`config.mk`:
```
export PLATFORM = sky130hd
export DESIGN_NAME = gl_frame_ptr_ctrl
export DESIGN_NICKNAME = d
export VERILOG_FILES = /design/src/rtl/gl_fbp_pkg.sv /design/src/rtl/gl_start_gen.sv /design/src/rtl/gl_index_sel.sv /design/src/rtl/gl_frame_ptr_ctrl.sv
export SDC_FILE = /design/constraint.sdc
export NUM_CORES = 1
export LEC_CHECK = 0
export CAP_MARGIN = 20
export CORE_ASPECT_RATIO = 2
export CORE_MARGIN = 2
export CORE_UTILIZATION = 45
export CTS_BUF_LIST = sky130_fd_sc_hd__clkbuf_4
export CTS_CLUSTER_DIAMETER = 100
export DETAILED_ROUTE_END_ITERATION = 8
export GPL_ROUTABILITY_DRIVEN = 0
export REMOVE_ABC_BUFFERS = 1
export SLEW_MARGIN = 5
export SYNTH_ARGS = -nofsm -noshare
export SYNTH_HDL_FRONTEND = slang
export SYNTH_SLANG_ARGS = --single-unit
export TNS_END_PERCENT = 50
```
`constraint.sdc`:
```
create_clock -name clk -period 15.2 [get_ports clk]
set_input_delay 3.8 -clock clk [delete_from_list [all_inputs] [get_ports clk]]
set_output_delay 3.8 -clock clk [all_outputs]
set_load 0.02 [all_outputs]
```
`src/rtl/gl_fbp_pkg.sv`:
```
package gl_fbp_pkg;

    localparam int FBP_MAX_BUFS = 32;
    localparam int IDX_W        = $clog2(FBP_MAX_BUFS);
    localparam int CNT_W        = $clog2(FBP_MAX_BUFS + 1);

    typedef logic [IDX_W-1:0] idx_t;
    typedef logic [CNT_W-1:0] cnt_t;

    typedef enum logic [1:0] {
        ROLE_MASTER     = 2'd0,
        ROLE_SLAVE      = 2'd1,
        ROLE_DYN_MASTER = 2'd2,
        ROLE_DYN_SLAVE  = 2'd3
    } role_e;

    typedef enum logic [1:0] {
        SYNC_FREE = 2'd0,
        SYNC_EXT  = 2'd1,
        SYNC_SOF  = 2'd2,
        SYNC_OFF  = 2'd3
    } sync_e;

    typedef struct packed {
        idx_t idx;
        logic collide;
    } sel_t;

    // Clamp a configured store count into 1..FBP_MAX_BUFS
    function automatic cnt_t eff_count(input cnt_t n);
        if (n == '0)
            return cnt_t'(1);
        else if (n > cnt_t'(FBP_MAX_BUFS))
            return cnt_t'(FBP_MAX_BUFS);
        else
            return n;
    endfunction

    // Step forward one store with wrap at the count
    function automatic idx_t wrap_inc(input idx_t cur, input cnt_t n);
        cnt_t t;
        t = {1'b0, cur} + cnt_t'(1);
        if (t >= n)
            return '0;
        else
            return t[IDX_W-1:0];
    endfunction

    // (a - d) modulo n, with both operands reduced first; n is non-zero
    function automatic idx_t wrap_sub(input idx_t a, input idx_t d, input cnt_t n);
        cnt_t am;
        cnt_t dm;
        cnt_t r;
        am = {1'b0, a} % n;
        dm = {1'b0, d} % n;
        if (am >= dm)
            r = am - dm;
        else
            r = am + n - dm;
        return r[IDX_W-1:0];
    endfunction

endpackage

```
`src/rtl/gl_start_gen.sv`:
```
module gl_start_gen
    import gl_fbp_pkg::*;
(
    input  logic  clk,
    input  logic  rst,
    input  sync_e sync_mode,
    input  logic  busy,
    input  logic  ext_sync,
    input  logic  sof_flag,
    output logic  trig
);

    logic ext_prev;

    always_ff @(posedge clk) begin
        if (rst)
            ext_prev <= 1'b0;
        else
            ext_prev <= ext_sync;
    end

    always_comb begin
        trig = 1'b0;
        if (!busy) begin
            case (sync_mode)
                SYNC_FREE: trig = 1'b1;
                SYNC_EXT:  trig = ext_prev & ~ext_sync;
                SYNC_SOF:  trig = sof_flag;
                default:   trig = 1'b0;
            endcase
        end
    end

endmodule

```
`src/rtl/gl_index_sel.sv`:
```
module gl_index_sel
    import gl_fbp_pkg::*;
(
    input  role_e role,
    input  logic  genlock_en,
    input  cnt_t  num_bufs,
    input  idx_t  delay,
    input  idx_t  partner,
    input  idx_t  cur,
    output sel_t  sel
);

    idx_t step1;
    idx_t step2;

    always_comb begin
        step1 = wrap_inc(cur, num_bufs);
        step2 = wrap_inc(step1, num_bufs);
        sel.idx     = step1;
        sel.collide = 1'b0;
        if (genlock_en) begin
            case (role)
                ROLE_MASTER:    sel.idx = step1;
                ROLE_SLAVE:     sel.idx = wrap_sub(partner, delay, num_bufs);
                ROLE_DYN_SLAVE: sel.idx = wrap_sub(partner, '0, num_bufs);
                ROLE_DYN_MASTER: begin
                    if (num_bufs == cnt_t'(1)) begin
                        sel.idx     = '0;
                        sel.collide = 1'b1;
                    end else if (step1 == partner) begin
                        sel.idx = step2;
                    end else begin
                        sel.idx = step1;
                    end
                end
                default:        sel.idx = step1;
            endcase
        end
    end

endmodule

```
`src/rtl/gl_frame_ptr_ctrl.sv`:
```
module gl_frame_ptr_ctrl
    import gl_fbp_pkg::*;
(
    input  logic             clk,
    input  logic             rst,
    input  logic [1:0]       cfg_role,
    input  logic [1:0]       cfg_sync,
    input  logic             cfg_genlock_en,
    input  logic [CNT_W-1:0] cfg_num_bufs,
    input  logic [IDX_W-1:0] cfg_delay,
    input  logic             frame_done,
    input  logic             ext_sync,
    input  logic             sof_flag,
    input  logic [IDX_W-1:0] partner_ptr,
    output logic [IDX_W-1:0] buf_idx,
    output logic [IDX_W-1:0] ptr_out,
    output logic             frame_start,
    output logic             sof_mark,
    output logic             collision
);

    role_e role;
    sync_e sync_mode;
    cnt_t  n_eff;
    logic  busy;
    logic  trig;
    idx_t  done_ptr;
    sel_t  sel;

    assign role      = role_e'(cfg_role);
    assign sync_mode = sync_e'(cfg_sync);
    assign n_eff     = eff_count(cfg_num_bufs);

    gl_start_gen u_start (
        .clk       (clk),
        .rst       (rst),
        .sync_mode (sync_mode),
        .busy      (busy),
        .ext_sync  (ext_sync),
        .sof_flag  (sof_flag),
        .trig      (trig)
    );

    gl_index_sel u_sel (
        .role       (role),
        .genlock_en (cfg_genlock_en),
        .num_bufs   (n_eff),
        .delay      (cfg_delay),
        .partner    (partner_ptr),
        .cur        (buf_idx),
        .sel        (sel)
    );

    always_ff @(posedge clk) begin
        if (rst) begin
            busy        <= 1'b0;
            buf_idx     <= '0;
            done_ptr    <= '0;
            frame_start <= 1'b0;
            sof_mark    <= 1'b0;
            collision   <= 1'b0;
        end else begin
            frame_start <= trig;
            sof_mark    <= trig && (sync_mode == SYNC_FREE);
            if (trig) begin
                busy      <= 1'b1;
                buf_idx   <= sel.idx;
                collision <= sel.collide;
            end else if (frame_done && busy) begin
                busy     <= 1'b0;
                done_ptr <= buf_idx;
            end
        end
    end

    assign ptr_out = (role == ROLE_DYN_MASTER) ? done_ptr : buf_idx;

endmodule

```
## Word level (Yosys, flattened, before mapping)

Index checks and enable logic that the tools add are counted.

- Register bits after elaboration: 15
- Input port bits: 26
- Output and inout bits: 13
- Logic and storage cells: 56

- Reduce and logical (&&, ||, !) cells: 7
- $lt $le $gt $ge: 5
- Eq/ne operators: 7
- Add/subtract/negate cells: 7
- Bitwise logic cells: 3
- Div/mod/pow operators: 3
- Mux-type cells: 17

Operators by type and width:

| cell | count |
|---|---|
| 2-to-1 mux 5 bit | 7 |
| >= comparator 6 bit | 4 |
| case mux 5 bit (4 select lines) | 1 |
| subtractor 5 bit | 4 |
| 2-to-1 mux 6 bit | 3 |
| adder 5 x 1 -> 6 bit (second input constant) | 2 |
| modulo 5 x 6 -> 6 bit | 2 |
| == test 2 bit (second input constant) | 3 |
| == test 6 x 1 -> 1 bit (second input constant) | 1 |
| > comparator 6 bit (second input constant) | 1 |
| logical NOT 6 bit | 1 |
| modulo 0 x 6 -> 6 bit | 1 |
| adder 5 bit | 1 |
| == test 5 bit | 1 |
| 2-to-1 mux 1 bit | 5 |
| == test 2 x 1 -> 1 bit (second input constant) | 2 |
| logical NOT 2 bit | 2 |
| case mux 1 bit (3 select lines) | 1 |
| logical AND 1 bit | 2 |
| inverter 1 bit | 2 |
| AND reduction 2 bit | 1 |
| nonzero test 2 bit | 1 |
| bitwise AND 1 bit | 1 |

## Depth between registers and ports, before layout

Gate-level depths: netlist (run 1).

- Depth after elaboration: 12
- Mapped depth: 54
- Depth with buffers taken out: 51

## Cells and area by module

Synthesis (run 1) repeated with hierarchy kept, for this count alone.

- Cells, all modules: 646
- Area, all modules: 5038.6 um^2

By module, submodules not included:

| module | seq. area each (um^2) | cells each | times used | area an instance (um^2) |
|---|---|---|---|---|
| gl_index_sel | 0.0 | 575 | 1 | 4336.7 |
| gl_frame_ptr_ctrl | 280.3 | 65 | 1 | 648.1 |
| gl_start_gen | 20.0 | 6 | 1 | 53.8 |

## Least setup slack after synthesis (run 1)

OpenSTA, ideal clock, no wires.

- Path kind: input to register
- Start: input cfg_num_bufs[5]
- End: register buf_idx[4]
- Data required time: 15112 ps
- Setup time: 88 ps
- Path slack: 817 ps
- Stages on the path: 47
- Data arrival time: 14295 ps
- Path buffers: 3
- Path through: clkbuf_1 > inv_1 > nand2_1 > ha_1 > clkbuf_1 > and3_1 > ha_1 > a211o_1 > o211ai_1 > nand2_1 > ha_1 > o21ai_1 > a211oi_4 > a21o_1 > nand2_1 > ha_1 > a21o_1 > o21a_1 > (+11 left out) > o31ai_1 > and2_1 > clkbuf_1 > mux2_2 > ha_1 > and3_1 > a211oi_1 > mux2i_1 > inv_1 > fa_1 > inv_1 > a21o_1 > a21oi_1 > xor2_1 > xnor2_1 > xnor2_1 > nand3_1 > a311oi_2

- Word-level cells in the longest chain between the ends: 12
- Elaborated cells between the ends (all ways): 27
- Those cells by class: 6 x add/sub; 3 x div; 5 x order compare; 2 x eq/ne; 10 x mux; 1 x reduce/logical

Ends and longest elaborated chain:

| item | line | source |
|---|---|---|
| start: declaration | gl_frame_ptr_ctrl.sv:9 | `input logic [CNT_W-1:0] cfg_num_bufs,` |
| > comparator 6 bit | gl_fbp_pkg.sv:33 | `else if (n > cnt_t'(FBP_MAX_BUFS))` |
| 2-to-1 mux 6 bit | gl_fbp_pkg.sv:33 |  |
| 2-to-1 mux 6 bit * | gl_fbp_pkg.sv:31 | `if (n == '0)` |
| branches (longest 8 deep; another with modulo 5 x 6 -> 6 bit) | - |  |
| 2-to-1 mux 6 bit * | gl_index_sel.sv:21 | `if (genlock_en) begin` |
| end signal: assignment | gl_frame_ptr_ctrl.sv:67 | `buf_idx <= sel.idx;` |
| end: declaration | gl_frame_ptr_ctrl.sv:15 | `output logic [IDX_W-1:0] buf_idx,` |

Mark *: on every way between the ends.
A chain may end at the register's enable or synchronous reset.

## Worst setup path after layout (run 1)

- Start: input cfg_num_bufs[3]
- End: register buf_idx[4]

Same word-level chain as after synthesis.

==> results of run 1 <==
-- state kept, by name, indices dropped and copies added (netlist names) --
signal            cells
busy                  1
frame_start           1
u_start.ext_prev      1
done_ptr              5
collision             1
buf_idx               5
sof_mark              1
-- cells in the mapped netlist, types with 3 or more instances --
master and number:
a211oi_1 4, a21o_1 19, a21oi_1 62, a22oi_1 3
a31oi_1 4, and2_1 3, and3_1 9, buf_2 4
clkbuf_1 17, dfxtp_1 15, fa_1 5, ha_1 98
inv_1 40, mux2_2 18, mux2i_1 20, nand2_1 56
nand2b_1 13, nand3_1 18, nand4_1 3, nor2_1 54
nor2b_1 13, nor3_1 22, nor3b_1 3, nor4_1 5
o211a_1 3, o211ai_1 5, o21a_1 11, o21ai_0 25
o21ai_1 8, o21bai_1 3, o221ai_1 3, o31ai_1 6
or3_1 7, xnor2_1 26, xor2_1 19
-- layout make-up --
cell class              count  area [um^2]  share of cell area
clock buffers               3         22.5             0.00406
inverters                  41          154              0.0277
flip-flops and latches     15          300              0.0541
multi-input cells         581         4400               0.793
clock inverters             1         5.00            0.000901
repair buffers             53          493              0.0888
well taps                 140          175              0.0315
-- path summary, 6_finish.rpt --
kind                                      start     endpoint  slack (ps)  cells after the start
worst max-delay path            cfg_num_bufs[3]   buf_idx[4]         980                     51
worst min-delay path                done_ptr[1]  done_ptr[1]         460                      2
worst max register to register       buf_idx[0]   buf_idx[2]       10050                     19
worst min register to register      done_ptr[1]  done_ptr[1]         460                      2
-- power groups by stage --
stage	logic (mW)	registers (mW)	clock network (mW)
floorplan	0.500	0.0505	0
global placement	0.645	0.0500	0
detailed placement	0.646	0.0499	0
CTS	0.651	0.0490	0.0237
global route	0.740	0.0499	0.0259
finish	0.650	0.0489	0.0229
-- cells by family (layout without fill, tap and decap cells) --
kind of cell | Yosys count | count (layout) | share of synthesized area
compound gates | 177 | 177 | 0.238
simple gates | 218 | 218 | 0.221
mux | 38 | 38 | 0.0820
xor+xnor | 45 | 45 | 0.0802
flops | 15 | 15 | 0.0611
buf+inv | 62 | 98 | 0.0484
fa+ha+maj | 103 | 103 | 0.270
-- per-stage QoR --
step / area (um^2) / hold slack [ps] / power [mW] / utilization / instances
after CTS: 5530 / 461 / 0.724 / 0.514 / 834
after floorplan: 4830 / 428 / 0.550 / - / 637
after detailed placement: 5500 / 449 / 0.696 / 0.512 / 830
after global routing: 5550 / 487 / 0.816 / 0.517 / 834
after global placement: 5500 / 445 / 0.695 / 0.512 / 830
final: 5550 / 460 / 0.722 / 0.517 / 834
-- critical path, delay by kind of cell --
family | cells | cell delay, ps
adder cells (fa/ha/maj) | 8 | 2490
XOR/XNOR | 3 | 500
multiplexers | 3 | 970
AND/OR/NAND/NOR | 10 | 1720
AO/OA/AOI/OAI | 19 | 3520
buffers and inverters | 8 | 1430
-- routing by layer --
metal / track usage / vias up / share of wire / wire [um]
li1: - / 2478 / - / -
met1: 0.290 / 2213 / 0.47 / 6020
met2: 0.412 / 65 / 0.51 / 6510
met3: 0.0113 / 4 / 0.018 / 234
met4: 0.0152 / 0 / 0.0072 / 93
met5: 0 / - / 0 / 0
==> impl_results.md, run 1 <==
- Post-synth EDFFs: 0
- Most frequent CP cell: ha_1
- Tmin final: 14220 ps
- Mapped Cells: 658
- CTS Sinks: 15
- Ratio of cells with drive above 1 in the final layout: 0.0821
- TritonCTS clock tree: yes
- HP Class: register to register
- Status: finished clean
- Commonest non-fill, non-tap cell in the layout: ha_1
- CP max-delay cell: clkdlybuf4s50_1
- CP required: 15410 ps
- Ys Warns: 0
- Core Footprint: 0.0107 mm^2
- Pwr/cell area: 130 mW/mm^2
- Initial Util: 0.457
- Nets@finish: 824
- Clk pwr share: 0.032
- Reg clk slew, reported paths: 100 ps
- Dominant cells by area after synthesis: ha_1 (25%), a21oi_1 (6.3%), dfxtp_1 (6.1%)
- ANT cells: 0
- Worst EP arrival: 14430 ps
- RSZ-0062 raised after global routing: no
- Maximum vdd drop: 0.136 mV
- Cell Rows: 54
- Final setup margin: 978 ps
- Switching Share: 0.510
- Setup_tns: 0 ps
- Slowest stage delay, CP: 510 ps
- Count of final hold-check violations: 0
- Die Area: 0.0118 mm^2
- Via count: 4760
- Synthesized cell area: 0.00491 mm^2
- P&R area growth vs syn: 13.0%
- Psw: 0.368 mW
- DRC violations left: 0
- Router iterations before antenna repair: 4
- DR iter-0 viols: 201
- HPWL after DPL: 10.4 mm
- Crit share post-route: 0.936
- Largest net degree at the start of global routing: 21
- Clock latency on the worst-skew pair: 290 ps
- Max_cap viols: 0
- Seq pwr share: 0.068
- FFs w/ async S/R, synth: 0
- Pint: 0.353 mW
- Post-CTS setup buffers: 0
- PortBufs: 38
- Die Wd: 77.9 um
- Leakage: 2.53 nW
- Clock Tree Buf Depth: 2
- GRT overflow: 0
- Combinational Power Share: 0.901
- Initial antenna violation count: 0
- Drt total wl: 12.9 mm
- Clk_skew: 13.0 ps
- Largest area contributor in the netlist: ha_1
- Drt via density: 5.71
- Global Route Usage Sum: 0.221
- Slew Viols, Final: 0
- Synth cell types: 65
- Pre-CTS setup slack: 327 ps
- Antenna-violating nets left: 0
- Worst-Margin Slew: 641 ps
- Clock buffer count from CTS: 3
- Startpoint types: primary input
- Number of global-route vias before repair: 4497
- Post-CTS sizing: 0
- Most frequent cells in the layout: ha_1 (98), a21oi_1 (60), nand2_1 (56)
- Mean Syn Cell Area: 7.47 um^2
- Drt wl/cell: 15.4 um
- Number of fill cells: 1086
- Hold buffers post-CTS: 0
- Post-synth top area share: 0.250
- Crit-path max FO: 9
- Maximum clock rate: 0.0703 GHz
- I/O Pins: 39
- Register area share after synthesis: 0.0611
- Final Setup Violations: 0
- Setup CP Type: primary input to register
- Top FF cell, synth: dfxtp_1
- CP Capture Type: register
- Die H: 152 um
- Root Driver: clkbuf_4
- Slew HR: 0.572
- H-tree depth: 1
- First-pass GRT wire length: 21.5 mm
- #FFs+latches synth: 15
No activity file was read; power rests on OpenSTA's default activity.
==> inputs of run 2 (changes only) <==
CTS_CLUSTER_DIAMETER = 50   (was 100)
==> results of run 2 <==
The final DEF is identical to that of run 1; final timing and power are the same.
